### src/rtl/pdly_pkg.sv
package pdly_pkg;
  typedef enum logic {
    ST_IDLE = 1'b0,
    ST_RUN  = 1'b1
  } pdly_state_e;
endpackage

### src/rtl/pdly_clamp.sv
module pdly_clamp #(
  parameter int unsigned W   = 12,
  parameter int unsigned MAX = 3454
) (
  input  logic [W-1:0] din_i,
  output logic [W-1:0] dout_o
);
  localparam logic [W-1:0] MaxW = W'(MAX);

  always_comb begin
    dout_o = (din_i > MaxW) ? MaxW : din_i;
  end
endmodule

### src/rtl/pdly_counter.sv
module pdly_counter #(
  parameter int unsigned W = 12
) (
  input  logic         clk_i,
  input  logic         rst_ni,
  input  logic         ld_i,
  input  logic [W-1:0] ld_val_i,
  input  logic         dec_i,
  output logic         last_o
);
  logic [W-1:0] cnt_q;

  always_ff @(posedge clk_i or negedge rst_ni) begin
    if (!rst_ni)    cnt_q <= '0;
    else if (ld_i)  cnt_q <= ld_val_i;
    else if (dec_i) cnt_q <= cnt_q - W'(1);
  end

  assign last_o = (cnt_q == W'(1));
endmodule

### src/rtl/pdly_ctrl.sv
module pdly_ctrl
  import pdly_pkg::*;
#(
  parameter int unsigned W = 12
) (
  input  logic         clk_i,
  input  logic         rst_ni,
  input  logic         pulse_i,
  input  logic [W-1:0] dly_i,
  input  logic         last_i,
  output logic         ld_o,
  output logic [W-1:0] ld_val_o,
  output logic         dec_o,
  output logic         pulse_o,
  output logic         busy_o
);
  pdly_state_e state_q, state_d;
  logic        pulse_q, pulse_d;
  logic        arm, short_dly, done;

  assign arm       = pulse_i && (state_q == ST_IDLE);
  assign short_dly = (dly_i <= W'(1));
  assign done      = (state_q == ST_RUN) && last_i;

  always_comb begin
    state_d  = state_q;
    pulse_d  = 1'b0;
    ld_o     = 1'b0;
    ld_val_o = '0;
    dec_o    = 1'b0;
    if (arm) begin
      if (short_dly) begin
        pulse_d = 1'b1;
      end else begin
        state_d  = ST_RUN;
        ld_o     = 1'b1;
        ld_val_o = dly_i - W'(1);
      end
    end else if (done) begin
      // terminal count: emit pulse, preset counter back to idle value
      state_d  = ST_IDLE;
      pulse_d  = 1'b1;
      ld_o     = 1'b1;
      ld_val_o = '0;
    end else if (state_q == ST_RUN) begin
      dec_o = 1'b1;
    end
  end

  always_ff @(posedge clk_i or negedge rst_ni) begin
    if (!rst_ni) begin
      state_q <= ST_IDLE;
      pulse_q <= 1'b0;
    end else begin
      state_q <= state_d;
      pulse_q <= pulse_d;
    end
  end

  assign pulse_o = pulse_q;
  assign busy_o  = (state_q == ST_RUN);
endmodule

### src/rtl/pulse_delay_timer.sv
module pulse_delay_timer #(
  parameter int unsigned MAX_DELAY = 3454,
  parameter int unsigned DLY_W     = $clog2(MAX_DELAY + 1)
) (
  input  logic             clk_i,
  input  logic             rst_ni,
  input  logic             pulse_i,
  input  logic [DLY_W-1:0] delay_i,
  output logic             pulse_o,
  output logic             busy_o
);
  logic [DLY_W-1:0] dly_eff;
  logic             ld, dec, last;
  logic [DLY_W-1:0] ld_val;

  pdly_clamp #(.W(DLY_W), .MAX(MAX_DELAY)) u_clamp (
    .din_i  (delay_i),
    .dout_o (dly_eff)
  );

  pdly_ctrl #(.W(DLY_W)) u_ctrl (
    .clk_i    (clk_i),
    .rst_ni   (rst_ni),
    .pulse_i  (pulse_i),
    .dly_i    (dly_eff),
    .last_i   (last),
    .ld_o     (ld),
    .ld_val_o (ld_val),
    .dec_o    (dec),
    .pulse_o  (pulse_o),
    .busy_o   (busy_o)
  );

  pdly_counter #(.W(DLY_W)) u_cnt (
    .clk_i    (clk_i),
    .rst_ni   (rst_ni),
    .ld_i     (ld),
    .ld_val_i (ld_val),
    .dec_i    (dec),
    .last_o   (last)
  );
endmodule

### config.mk
export PLATFORM = sky130hd
export DESIGN_NAME = pulse_delay_timer
export DESIGN_NICKNAME = d
export VERILOG_FILES = /design/src/rtl/pdly_pkg.sv /design/src/rtl/pdly_clamp.sv /design/src/rtl/pdly_counter.sv /design/src/rtl/pdly_ctrl.sv /design/src/rtl/pulse_delay_timer.sv
export SDC_FILE = /design/constraint.sdc
export NUM_CORES = 1
export LEC_CHECK = 0
export ABC_CLOCK_PERIOD_IN_PS = 2800
export BUFFER_PORTS_ARGS = -buffer_cell sky130_fd_sc_hd__buf_4
export CAP_MARGIN = 20
export CORE_MARGIN = 2
export CORE_UTILIZATION = 56
export CTS_CLUSTER_DIAMETER = 200
export DETAILED_ROUTE_END_ITERATION = 12
export GPL_ROUTABILITY_DRIVEN = 0
export PLACE_DENSITY = 0.78
export SLEW_MARGIN = 10
export SYNTH_ARGS = -nofsm -noshare
export SYNTH_HDL_FRONTEND = slang
export SYNTH_SLANG_ARGS = --single-unit
export TNS_END_PERCENT = 20
### constraint.sdc
create_clock -name clk_i -period 2.8 [get_ports clk_i]
set_input_delay 0.14 -clock clk_i [delete_from_list [all_inputs] [get_ports clk_i]]
set_output_delay 0.14 -clock clk_i [all_outputs]
set_load 0.02 [all_outputs]
==> key figures <==
Power and ir drop
  – Part of the power in registers: 0.433
  – Clock Power Share: 0.148
  – NetSw: 0.000414 W
  – Pleak: 0.535 nW
  – Power Internal: 0.000569 W
  – P per Cell Area: 736 mW/mm²
  – Worst vdd ir: 0.397 mV
  – Combinational share of power: 0.419
  – Switching Fraction: 0.421

STA
  – Sum Neg Setup Slack: 0 ns
  – Hold Slack: 0.167 ns
  – Final setup viols: 0
  – Clock skew: 0.00268 ns
  – Least-Margin Pin Slew: 0.550 ns
  – Final Critical Period: 2.24 ns
  – Tcrit/Tclk final: 0.802
  – RSZ-0062 raised after global routing: no
  – Max Fclk: 446 MHz
  – Final Max Tran Viols: 0
  – Final hold vios: 0
  – Max-slew headroom: 0.630

Clocking
  – CTS Buffer Depth: 2
  – Clock root cell: clkbuf_4
  – TritonCTS clock tree: built
  – Clock Sinks: 14
  – Inserted Clock Buffers: 3
  – Clock Latency Late Sink: 0.27 ns
  – H-tree Lvls: 1
  – Worst-path clk slew: 0.09 ns
  – Post-cts gate resize count: 0

Synth
  – Register area share after synthesis: 0.302
  – Synthesized Nets: 162
  – Post-synthesis simple-gate area fraction: 0.352
  – Post-synthesis cell count: 143
  – Compound-cell area share of the yosys netlist: 0.211
  – Share of the synthesized area in the top cell type: 0.302
  – Top area cells in the synthesized netlist: dfrtp_1, a21oi_1, nor2_1
  – FF+latch count, synth: 14
  – Main combinational cell family by area after synthesis: simple AND/OR/NAND/NOR gates
  – Ys async rst share: 1.00
  – Mux share of post-synthesis cell area: 0
  – Ys Warns: 0
  – Distinct cells, synth: 42
  – Netlist Area Pre-Place: 0.00116 mm²
  – Post-synth top area cell: dfrtp_1
  – Predominant post-synthesis flop cell: dfrtp_1
  – Number of synthesized flops with an enable pin: 0
  – Syn Area/Cell: 8.12 µm²
  – Area share of xor/xnor cells in the synthesized design: 0.0528
  – Adder-Cell Fraction of Synth Area: 0.0431

Hold path
  – Hold endpoint: u_ctrl.pulse_o
  – Hold path depth: 3
  – Hold Path Class: in -> reg
  – Hold Startpoint: pulse_i

Route
  – Mean number of vias per cell: 6.41
  – First-pass DRT Iterations: 5
  – Antenna-violating nets left: 0
  – WL per Instance: 15.0 µm
  – DRC: 0
  – Vias after detailed routing: 1185
  – Violation count after the first detailed-route iteration: 61
  – Routed Wire Length: 2770 µm

Placement
  – DP HPWL: 2220 µm
  – PortBufs: 16

Worst setup path
  – R2R Path Start: u_cnt.cnt_q[4]
  – Crit Path Max Fanout: 15
  – Worst reg2reg setup slack: 0.67 ns
  – Worst Path Required: 2.93 ns
  – Setup Crit Path Kind: in -> reg
  – Startpoint Class: input port
  – Element type at the critical path end: register
  – Worst r2r path cells: 4
  – FF-to-FF End: u_cnt.cnt_q[8]
  – CP arrival: 2.37 ns

Die
  – Die W: 49.5 µm
  – Die Y: 49.5 µm
  – Row Count: 16
  – DIE AREA: 0.00245 mm²
  – Top-Level Pins: 17
  – Core Box Area: 0.00196 mm²
  – Starting density of the core: 0.592

Run
  – Max-cap violations: 0

Global route
  – GRT overflow: 0
  – Initial antenna violation count: 0
  – Overall routing resource usage: 0.258
  – Largest net degree at the start of global routing: 16
  – First-pass GRT wire length: 5020 µm
  – Vias in the first global route: 1123

Layout
  – Diode count: 0
  – Nets: 178
  – Layout area overhead: 15.0%
  – Filler Cell Count: 185
  – Share of cells above drive strength 1: 0.184

Run status
  – Status: finished, final reports clean
==> power groups by stage <==
| stage | Sequential [W] | Combinational, W | Clock (W) |
|---|---|---|---|
| 2_1_floorplan | 0.000377 | 0.000336 | 0 |
| 3_3_place_gp | 0.000419 | 0.000393 | 0 |
| 3_5_place_dp | 0.000426 | 0.000408 | 0 |
| 4_1_cts | 0.000421 | 0.000411 | 0.000148 |
| 5_1_grt | 0.000446 | 0.000463 | 0.000157 |
| 6_report | 0.000425 | 0.000411 | 0.000146 |
==> cells in the mapped netlist (2+ instances only) <==
cell type	n
nand2_1	12
clkbuf_1	3
o31ai_1	2
ha_1	4
nor4_1	5
o41ai_1	2
or3_1	5
or4_4	2
and4_1	2
a211oi_1	5
xnor2_1	2
a31oi_1	4
inv_1	5
or4_1	4
buf_2	2
nand2b_1	3
nor3_1	10
a21o_1	2
dfrtp_1	14
nor2_1	14
or2_2	3
o21ai_0	3
a21oi_1	11
o22ai_1	2
xor2_1	5
==> stage by stage <==
| stage | utilization | cell area [µm²] | instances | worst slack (ns) | total power (W) |
|---|---|---|---|---|---|
| 6_report | 0.680 | 1340 | 185 | 0.556 | 0.000982 |
| 5_1_grt | 0.680 | 1340 | 185 | 0.276 | 0.00107 |
| 4_1_cts | 0.680 | 1340 | 185 | 0.592 | 0.000980 |
| 3_5_place_dp | 0.657 | 1290 | 180 | 0.309 | 0.000834 |
| 3_3_place_gp | 0.657 | 1290 | 180 | 0.440 | 0.000812 |
| 2_1_floorplan | - | 1160 | 143 | 0.709 | 0.000713 |
==> flip-flops by register name, indices dropped and copies added, names as in the netlist <==
| name | flops |
|---|---|
| u_cnt.cnt_q | 12 |
| u_ctrl.busy_o | 1 |
| u_ctrl.pulse_o | 1 |
==> worst max-delay path, cell delays in order <==
cell	delay, ns
buf_4	0.10
nand2_1	0.09
nor4_1	0.24
and4_1	0.23
nand3b_1	0.16
ha_1	0.31
nor2_1	0.06
nand4b_1	0.25
and2_1	0.38
a311oi_1	0.32
a211oi_1	0.08
==> cell usage in the layout (no fill, tap or decap), types with 4 or more instances in the layout <==
cell,instances
buf_4,16
nor2_1,14
dfrtp_1,14
nand2_1,12
a21oi_1,11
nor3_1,10
inv_1,5
nor4_1,5
or3_1,5
a211oi_1,5
xor2_1,5
or4_1,4
a31oi_1,4
ha_1,4
==> area by class of cell <==
cell class                      instances  area [µm²]  share of cell area
Inverter                                5        18.8              0.0141
Multi-Input combinational cell        118         766               0.574
Timing Repair Buffer                   17         130              0.0975
Clock buffer                            4        36.3              0.0272
Tap cell                               27        33.8              0.0253
Sequential cell                        14         350               0.262
==> routing by layer <==
metal  global-route usage  vias up  wire length [µm]
met3               0.0212        2               148
met2                0.411       44              1340
met4               0.0926        0                19
li1                     -      581                 -
met5                    0        -                 0
met1                0.367      558              1260
==> kinds of logic after synthesis <==
group                      count (synthesis)
adders and majority gates                  4
buffers and inverters                     11
xor gates and xnor gates                   7
AOI/OAI and AO/OA                         37
and+or+nand+nor                           70
DFF                                       14
==> worst max path at each step <==
stage                     cells past startpoint               to         from  slack [ns]
final                                        11  u_cnt.cnt_q[11]  delay_i[10]        0.56
after global routing                         11  u_cnt.cnt_q[11]  delay_i[10]        0.28
after CTS                                    11  u_cnt.cnt_q[11]  delay_i[10]        0.59
after detailed placement                     11  u_cnt.cnt_q[11]  delay_i[10]        0.31
after global placement                       12   u_cnt.cnt_q[0]  delay_i[10]        0.44
after floorplan                              12   u_cnt.cnt_q[8]  delay_i[10]        0.71
==> timing repair <==
item / CTS / global route
hold endpoints to repair: 14 / 0
endpoints found under the setup margin: 0 / 0
setup buffers: 0 / 0
hold buffers: 1 / 0
Note: power is estimated with default switching activity, not from simulation.
